--- config.mk ---
export PLATFORM = sky130hd
export DESIGN_NAME = rev_clk_gen
export DESIGN_NICKNAME = d
export VERILOG_FILES = /design/src/rtl/rcg_pkg.sv /design/src/rtl/rcg_divider.sv /design/src/rtl/rcg_rep_div.sv /design/src/rtl/rcg_phase_dly.sv /design/src/rtl/rcg_align.sv /design/src/rtl/rev_clk_gen.sv
export SDC_FILE = /design/constraint.sdc
export NUM_CORES = 1
export LEC_CHECK = 0
export ABC_AREA = 1
export BUFFER_PORTS_ARGS = -buffer_cell sky130_fd_sc_hd__buf_4
export CAP_MARGIN = 5
export CORE_MARGIN = 2
export CORE_UTILIZATION = 50
export CTS_CLUSTER_SIZE = 14
export DETAILED_ROUTE_END_ITERATION = 10
export PLACE_DENSITY = 0.68
export SETUP_SLACK_MARGIN = 0.02
export SLEW_MARGIN = 30
export SYNTH_ARGS = -nofsm -noshare
export SYNTH_HDL_FRONTEND = slang
export SYNTH_SLANG_ARGS = --single-unit
--- constraint.sdc ---
create_clock -name clk -period 3.5 [get_ports clk]
set_input_delay 0.35 -clock clk [delete_from_list [all_inputs] [get_ports clk]]
set_output_delay 0.35 -clock clk [all_outputs]
set_load 0.02 [all_outputs]
--- src/rtl/rcg_pkg.sv ---
`timescale 1ns/1ps
package rcg_pkg;
  localparam int BUS_W     = 8;
  localparam int NUM_CLK   = 3;
  localparam int BIT_BR    = 0;
  localparam int BIT_SR    = 1;
  localparam int BIT_CO    = 2;
  localparam int BIT_START = 3;

  function automatic int half_up(input int d);
    return (d + 1) / 2;
  endfunction
endpackage

--- src/rtl/rcg_divider.sv ---
`timescale 1ns/1ps
module rcg_divider #(
  parameter int DIV = 207
) (
  input  logic clk,
  input  logic rst_n,
  input  logic clr,
  output logic clk_out,
  output logic wrap
);
  import rcg_pkg::*;
  localparam int CW = (DIV < 2) ? 1 : $clog2(DIV);
  localparam int HI = half_up(DIV);

  logic [CW-1:0] cnt_q, cnt_d;
  logic          out_q, out_d;

  always_comb begin
    wrap = (cnt_q == CW'(DIV - 1));
    if (clr || wrap) cnt_d = '0;
    else             cnt_d = cnt_q + CW'(1);
    out_d = (cnt_d < CW'(HI));
  end

  always_ff @(posedge clk or negedge rst_n) begin
    if (!rst_n) begin
      cnt_q <= '0;
      out_q <= 1'b1;
    end else begin
      cnt_q <= cnt_d;
      out_q <= out_d;
    end
  end

  assign clk_out = out_q;
endmodule

--- src/rtl/rcg_rep_div.sv ---
`timescale 1ns/1ps
module rcg_rep_div #(
  parameter int RW = 8
) (
  input  logic          clk,
  input  logic          rst_n,
  input  logic          clr,
  input  logic          tick,
  input  logic [RW-1:0] divisor,
  output logic          strobe
);
  logic [RW-1:0] cnt_q, cnt_d, lim;
  logic          hit, str_q, str_d;

  always_comb begin
    lim   = divisor - RW'(1);
    hit   = tick && (cnt_q >= lim);
    cnt_d = cnt_q;
    str_d = 1'b0;
    if (clr) begin
      cnt_d = '0;
    end else if (hit) begin
      cnt_d = '0;
      str_d = 1'b1;
    end else if (tick) begin
      cnt_d = cnt_q + RW'(1);
    end
  end

  always_ff @(posedge clk or negedge rst_n) begin
    if (!rst_n) begin
      cnt_q <= '0;
      str_q <= 1'b0;
    end else begin
      cnt_q <= cnt_d;
      str_q <= str_d;
    end
  end

  assign strobe = str_q;
endmodule

--- src/rtl/rcg_phase_dly.sv ---
`timescale 1ns/1ps
module rcg_phase_dly #(
  parameter int DW       = 8,
  parameter int TICK_DIV = 12491
) (
  input  logic          clk,
  input  logic          rst_n,
  input  logic          clr,
  input  logic          trig,
  input  logic [DW-1:0] delay,
  output logic          strobe
);
  localparam int PW = $clog2(TICK_DIV + 1);

  logic [PW-1:0] psc_q, psc_d;
  logic [DW-1:0] dly_q, dly_d;
  logic          busy_q, busy_d, str_q, str_d, psc_wrap;

  always_comb begin
    psc_wrap = (psc_q == PW'(TICK_DIV - 1));
    psc_d    = psc_q;
    dly_d    = dly_q;
    busy_d   = busy_q;
    str_d    = 1'b0;
    if (clr) begin
      psc_d  = '0;
      dly_d  = '0;
      busy_d = 1'b0;
    end else if (trig) begin
      psc_d  = '0;
      dly_d  = delay;
      busy_d = 1'b1;
    end else if (busy_q) begin
      if (dly_q == '0) begin
        busy_d = 1'b0;
        str_d  = 1'b1;
      end else if (psc_wrap) begin
        psc_d = '0;
        dly_d = dly_q - DW'(1);
      end else begin
        psc_d = psc_q + PW'(1);
      end
    end
  end

  always_ff @(posedge clk or negedge rst_n) begin
    if (!rst_n) begin
      psc_q  <= '0;
      dly_q  <= '0;
      busy_q <= 1'b0;
      str_q  <= 1'b0;
    end else begin
      psc_q  <= psc_d;
      dly_q  <= dly_d;
      busy_q <= busy_d;
      str_q  <= str_d;
    end
  end

  assign strobe = str_q;
endmodule

--- src/rtl/rcg_align.sv ---
`timescale 1ns/1ps
module rcg_align (
  input  logic clk,
  input  logic rst_n,
  input  logic clr,
  input  logic req,
  input  logic coin_wrap,
  output logic start
);
  logic pend_q, pend_d, st_q, st_d;

  always_comb begin
    pend_d = pend_q;
    st_d   = 1'b0;
    if (clr) begin
      pend_d = 1'b0;
    end else if ((req || pend_q) && coin_wrap) begin
      pend_d = 1'b0;
      st_d   = 1'b1;
    end else if (req) begin
      pend_d = 1'b1;
    end
  end

  always_ff @(posedge clk or negedge rst_n) begin
    if (!rst_n) begin
      pend_q <= 1'b0;
      st_q   <= 1'b0;
    end else begin
      pend_q <= pend_d;
      st_q   <= st_d;
    end
  end

  assign start = st_q;
endmodule

--- src/rtl/rev_clk_gen.sv ---
`timescale 1ns/1ps
module rev_clk_gen #(
  parameter int BR_DIV   = 207,
  parameter int SR_DIV   = 216,
  parameter int CO_DIV   = 4968,
  parameter int TICK_DIV = 12491,
  parameter int REP_W    = 8,
  parameter int DLY_W    = 8
) (
  input  logic             clk,
  input  logic             rst_n,
  input  logic             resync,
  input  logic             mains_tick,
  input  logic [REP_W-1:0] rep_div,
  input  logic [DLY_W-1:0] phase_dly,
  output logic [7:0]       dbus,
  output logic             seq_start
);
  import rcg_pkg::*;

  // reset: asserted asynchronously, released on a clock edge
  logic rst_meta_q, rst_s_q;
  always_ff @(posedge clk or negedge rst_n) begin
    if (!rst_n) begin
      rst_meta_q <= 1'b0;
      rst_s_q    <= 1'b0;
    end else begin
      rst_meta_q <= 1'b1;
      rst_s_q    <= rst_meta_q;
    end
  end

  logic [NUM_CLK-1:0] clk_bits, clk_wrap;

  for (genvar gi = 0; gi < NUM_CLK; gi++) begin : g_div
    localparam int D = (gi == BIT_BR) ? BR_DIV : (gi == BIT_SR) ? SR_DIV : CO_DIV;
    rcg_divider #(.DIV(D)) u_div (
      .clk    (clk),
      .rst_n  (rst_s_q),
      .clr    (resync),
      .clk_out(clk_bits[gi]),
      .wrap   (clk_wrap[gi])
    );
  end

  logic rep_str, dly_str, start;

  rcg_rep_div #(.RW(REP_W)) u_rep (
    .clk    (clk),
    .rst_n  (rst_s_q),
    .clr    (resync),
    .tick   (mains_tick),
    .divisor(rep_div),
    .strobe (rep_str)
  );

  rcg_phase_dly #(.DW(DLY_W), .TICK_DIV(TICK_DIV)) u_dly (
    .clk   (clk),
    .rst_n (rst_s_q),
    .clr   (resync),
    .trig  (rep_str),
    .delay (phase_dly),
    .strobe(dly_str)
  );

  rcg_align u_align (
    .clk      (clk),
    .rst_n    (rst_s_q),
    .clr      (resync),
    .req      (dly_str),
    .coin_wrap(clk_wrap[BIT_CO]),
    .start    (start)
  );

  always_comb begin
    dbus                       = '0;
    dbus[NUM_CLK-1:0]          = clk_bits;
    dbus[BIT_START]            = start;
  end
  assign seq_start = start;
endmodule

==> flow_summary.html <==
<table>
<tr><th>Metric</th><th>Value</th></tr>
<tr><th colspan="2">Die</th></tr>
<tr><td>Horizontal die dimension</td><td>about 94 um</td></tr>
<tr><td>Vertical extent of the die</td><td>93.7 um</td></tr>
<tr><td>Starting Density</td><td>0.518</td></tr>
<tr><td>Area of the die</td><td>8790 um2</td></tr>
<tr><td>Top Ports</td><td>29</td></tr>
<tr><td>Floorplan Core Area</td><td>~7800 um2</td></tr>
<tr><td>Total number of placement rows</td><td>32</td></tr>
<tr><th colspan="2">Placed design</th></tr>
<tr><td>Placement-stage worst setup slack</td><td>0.932 ns</td></tr>
<tr><td>Routability congestion estimate</td><td>0.868</td></tr>
<tr><td>HPWL reported at the end of detailed placement</td><td>5.75 mm</td></tr>
<tr><td>IO buf count</td><td>24</td></tr>
<tr><td>Dpl cells</td><td>647</td></tr>
<tr><th colspan="2">STA</th></tr>
<tr><td>Post-layout minimum cycle time</td><td>2.24 ns</td></tr>
<tr><td>Worst-case clock skew</td><td>0.0105 ns</td></tr>
<tr><td>Max-slew violation total from the final report</td><td>0</td></tr>
<tr><td>Final period util</td><td>0.640</td></tr>
<tr><td>Final setup violating endpoints</td><td>0</td></tr>
<tr><td>Total negative slack for setup checks</td><td>0 ns</td></tr>
<tr><td>Final count of hold timing violations</td><td>0</td></tr>
<tr><td>Worst Tran Pin Value</td><td>0.576 ns</td></tr>
<tr><td>Final hold slack</td><td>0.299 ns</td></tr>
<tr><td>Least setup slack across all paths after layout</td><td>about 1.3 ns</td></tr>
<tr><td>RSZ-0062 raised after global routing</td><td>false</td></tr>
<tr><td>Max frequency</td><td>446 MHz</td></tr>
<tr><td>Worst slew slack as a fraction of its limit</td><td>0.615</td></tr>
<tr><th colspan="2">Synthesis</th></tr>
<tr><td>Total of warnings raised by yosys</td><td>0</td></tr>
<tr><td>Syn Area/Cell</td><td>between 7 and 8 um2</td></tr>
<tr><td>Library cell with the highest instance count after synthesis</td><td>nand2_1</td></tr>
<tr><td>Sequential fraction of the synthesis area</td><td>0.430</td></tr>
<tr><td>Number of flops mapped to enable cells by yosys</td><td>0</td></tr>
<tr><td>Largest area contributor in the synthesized netlist</td><td>dfrtp_1</td></tr>
<tr><td>Synthesized instance count</td><td>530</td></tr>
<tr><td>Area of the mapped netlist</td><td>4030 um2</td></tr>
<tr><td>Fraction of post-synthesis cell area in the top cell type by area</td><td>0.410</td></tr>
<tr><td>Total of flip-flops plus latches after synthesis</td><td>69</td></tr>
<tr><td>Top post-synthesis cells by area</td><td>dfrtp_1 41%, nand2_1 11%, nor2_1 7.5%</td></tr>
<tr><td>List of most frequent post-synthesis cells</td><td>122 x nand2_1, 80 x nor2_1, 71 x inv_1</td></tr>
<tr><td>Share of flip-flops with an asynchronous set or reset</td><td>1.00</td></tr>
<tr><td>Unique masters post-synth</td><td>38</td></tr>
<tr><td>Most used flip-flop cell after synthesis</td><td>dfrtp_1</td></tr>
<tr><th colspan="2">Power and ir drop</th></tr>
<tr><td>Psw</td><td>about 0.55 mW</td></tr>
<tr><td>Cell-internal power</td><td>1.45 mW</td></tr>
<tr><td>Leakage power summed over all cells</td><td>2.20 nW</td></tr>
<tr><td>Comb pwr share</td><td>0.158</td></tr>
<tr><td>Share of total power consumed by net switching</td><td>0.276</td></tr>
<tr><td>Worst supply voltage drop on vdd</td><td>0.238 mV</td></tr>
<tr><td>Part of the power in registers</td><td>0.452</td></tr>
<tr><td>Power per standard cell area</td><td>444 nW/um2</td></tr>
<tr><td>Clock power frac</td><td>0.390</td></tr>
<tr><th colspan="2">Route</th></tr>
<tr><td>Vias post-DR</td><td>3319</td></tr>
<tr><td>Residual antenna-violating net count after detailed routing</td><td>0</td></tr>
<tr><td>DR pass1 iterations</td><td>4</td></tr>
<tr><td>Initial DRC count</td><td>roughly 150</td></tr>
<tr><td>Post-Route WL</td><td>7.82 mm</td></tr>
<tr><td>DRC violation count after routing</td><td>0</td></tr>
<tr><td>Per-cell routed wire length</td><td>11.8 um</td></tr>
<tr><td>Average via count per standard cell</td><td>around 5</td></tr>
<tr><th colspan="2">Worst setup path</th></tr>
<tr><td>R2r startpoint</td><td>u_dly.dly_q[0]</td></tr>
<tr><td>Capturing instance or port of the critical path</td><td>u_rep.cnt_q[2]</td></tr>
<tr><td>Ordered list of cells on the worst path</td><td>buf_4 &gt; nor2_1 &gt; nand2_1 &gt; or3_1 &gt; nor3_1 &gt; xnor2_1 &gt; ha_1 &gt; nand2_1 &gt; nor2_1 &gt; a211oi_1 &gt; nand3_1 &gt; o21ai_0</td></tr>
<tr><td>Crit. Startpoint</td><td>rep_div[2]</td></tr>
<tr><td>Data arrival time of the critical path</td><td>between 2 and 2.5 ns</td></tr>
<tr><td>Slowest stage delay, CP</td><td>0.35 ns</td></tr>
<tr><td>Required @ worst endpoint</td><td>3.75 ns</td></tr>
<tr><td>Crit. End Element</td><td>flop</td></tr>
<tr><td>Setup CP Type</td><td>primary input to flop</td></tr>
<tr><td>Setup slack on the worst flop-to-flop path</td><td>approximately 1.6 ns</td></tr>
<tr><td>Slowest cell on the critical path</td><td>or3_1</td></tr>
<tr><td>Endpoint of the worst register-to-register path</td><td>u_dly.dly_q[4]</td></tr>
<tr><td>Combined buffer and inverter count along the critical path</td><td>1</td></tr>
<tr><td>Instance count on the critical path</td><td>12</td></tr>
<tr><td>Category of the worst setup path launch point</td><td>primary input</td></tr>
<tr><td>Worst R2R Path Depth</td><td>11</td></tr>
<tr><td>Biggest fanout along the worst timing path</td><td>8</td></tr>
<tr><td>CP top delay family</td><td>simple AND/OR/NAND/NOR gates</td></tr>
<tr><th colspan="2">Global route</th></tr>
<tr><td>Pin count of the biggest net entering global routing</td><td>39</td></tr>
<tr><td>Global-route wire length before repair</td><td>13.3 mm</td></tr>
<tr><td>Number of antenna violations at the first check in global routing</td><td>0</td></tr>
<tr><td>Met1 track utilization from global routing</td><td>0.247</td></tr>
<tr><td>GR Layer Usage met2</td><td>0.319</td></tr>
<tr><td>Vias in the first global route</td><td>3118</td></tr>
<tr><td>Global-route usage over all layers</td><td>0.191</td></tr>
<tr><td>Global route overflow</td><td>0</td></tr>
<tr><td>Met3 Usage GRT</td><td>0.0345</td></tr>
<tr><td>Most Crowded Layer GR</td><td>met2</td></tr>
<tr><th colspan="2">CTS</th></tr>
<tr><td>Maximum level of the CTS H-tree</td><td>3</td></tr>
<tr><td>Root buffer selected by CTS</td><td>clkbuf_8</td></tr>
<tr><td>Sink Count</td><td>69</td></tr>
<tr><td>Number of CTS-inserted buffers</td><td>9</td></tr>
<tr><td>Max Root-Sink Buffers</td><td>2</td></tr>
<tr><td>Skew-Pair Late Insertion Delay</td><td>~0.34 ns</td></tr>
<tr><td>CTS clock-pin slew for the worst setup and hold paths</td><td>0.08 ns</td></tr>
<tr><td>Clock tree from TritonCTS</td><td>built</td></tr>
<tr><th colspan="2">Cells and area</th></tr>
<tr><td>Number of fill cells in the layout</td><td>721</td></tr>
<tr><td>Non-filler cells in the finished layout</td><td>664</td></tr>
<tr><td>Area taken by flip-flops and latches</td><td>about 1700 um2</td></tr>
<tr><td>Share of post-route cells with drive strength above 1</td><td>0.109</td></tr>
<tr><td>Area growth from synthesis to layout</td><td>11.6%</td></tr>
<tr><td>Multi-input logic area</td><td>between 1500 and 2000 um2</td></tr>
<tr><td>Antenna diode instance count</td><td>0</td></tr>
<tr><td>Final net count</td><td>594</td></tr>
<tr><td>Share of the core filled with cells</td><td>0.578</td></tr>
<tr><th colspan="2">Run</th></tr>
<tr><td>Count of max-cap constraint violations</td><td>0</td></tr>
<tr><th colspan="2">Outcome</th></tr>
<tr><td>Status</td><td>finished clean</td></tr>
<tr><th colspan="2">Hold path</th></tr>
<tr><td>Path category of the worst min-delay check</td><td>flop to asynchronous set/reset pin</td></tr>
</table>
logic make-up after synthesis:
family,Yosys count,synth area share
simple gates,274,0.293
xor+xnor,20,0.0435
fa+ha+maj,17,0.0528
flops,69,0.430
other cells,2,0.00187
buf+inv,89,0.0997
compound gates,59,0.0792
power groups by stage:
stage,registers [mW],clock network (mW),logic [mW]
floorplan,0.909,0,0.245
global placement,0.917,0,0.301
detailed placement,0.920,0,0.314
CTS,0.904,0.797,0.318
global route,0.913,0.832,0.367
finish,0.903,0.778,0.315
per-layer routing:
layer  share of wire  wire, um
met2            0.48      3740
met5               0         0
met4           0.015       116
met3           0.029       227
met1            0.48      3730
layout by cell type, fill, tap and decap left out, drive strengths merged:
| master | n |
|---|---|
| or3 | 1 |
| a31o | 1 |
| clkinvlp | 1 |
| nor3 | 13 |
| nor3b | 1 |
| o22ai | 1 |
| a21boi | 1 |
| nor2 | 84 |
| clkbuf | 10 |
| conb | 5 |
| xor2 | 12 |
| xnor2 | 8 |
| ha | 17 |
| bufinv | 3 |
| o21ai | 34 |
| nand4 | 11 |
| dfrtp | 66 |
| nand2 | 126 |
| a31oi | 1 |
| buf | 26 |
| nand3 | 36 |
| inv | 74 |
| clkinv | 3 |
| nor4 | 2 |
| o21bai | 1 |
| dlygate4sd3 | 1 |
| a211oi | 1 |
| dfstp | 3 |
| a21oi | 15 |
| o211ai | 4 |
metrics by stage:
step	power, mW	area [um2]
after floorplan	1.15	4040
after global placement	1.22	4240
after detailed placement	1.23	4240
after CTS	2.02	4490
after global routing	2.11	4490
final	2.00	4490
state kept, by name, summed over array words and instances, names as in the netlist:
register / flops
g_div.u_div.cnt_q: 29
u_dly.psc_q: 14
u_dly.dly_q: 8
u_rep.cnt_q: 8
g_div.u_div.clk_out: 3
rst_meta_q: 1
rst_s_q: 1
u_align.pend_q: 1
u_align.start: 1
u_dly.busy_q: 1
u_dly.strobe: 1
u_rep.strobe: 1
how the worst min path moves through the flow:
| stage | startpoint | depth (start not counted) | to | slack (ns) |
|---|---|---|---|---|
| 3_3_place_gp | rst_n | 1 | rst_meta_q | 0.13 |
| 3_5_place_dp | rst_n | 1 | rst_meta_q | 0.14 |
| 4_1_cts | resync | 2 | g_div[1].u_div.cnt_q[2] | 0.28 |
| 5_1_grt | resync | 2 | g_div[1].u_div.cnt_q[2] | 0.29 |
| 2_1_floorplan | rst_n | 0 | rst_meta_q | 0.05 |
| 6_report | rst_s_q | 0 | g_div[2].u_div.cnt_q[5] | 0.30 |
final cells by class:
type / instances / area share
Clock buffer: 10 / 0.0284
Timing Repair Buffer: 27 / 0.0457
Multi-Input combinational cell: 375 / 0.424
Inverter: 75 / 0.0627
Sequential cell: 69 / 0.386
Tap cell: 102 / 0.0284
Clock inverter: 6 / 0.0248
repair_timing:
action | CTS | global route
hold buffers | 1 | 0
gates resized for setup | 0 | 0
buffers inserted | 0 | 0
hold endpoints to repair | 2 | 0
No activity file was read; power rests on OpenSTA's default activity.
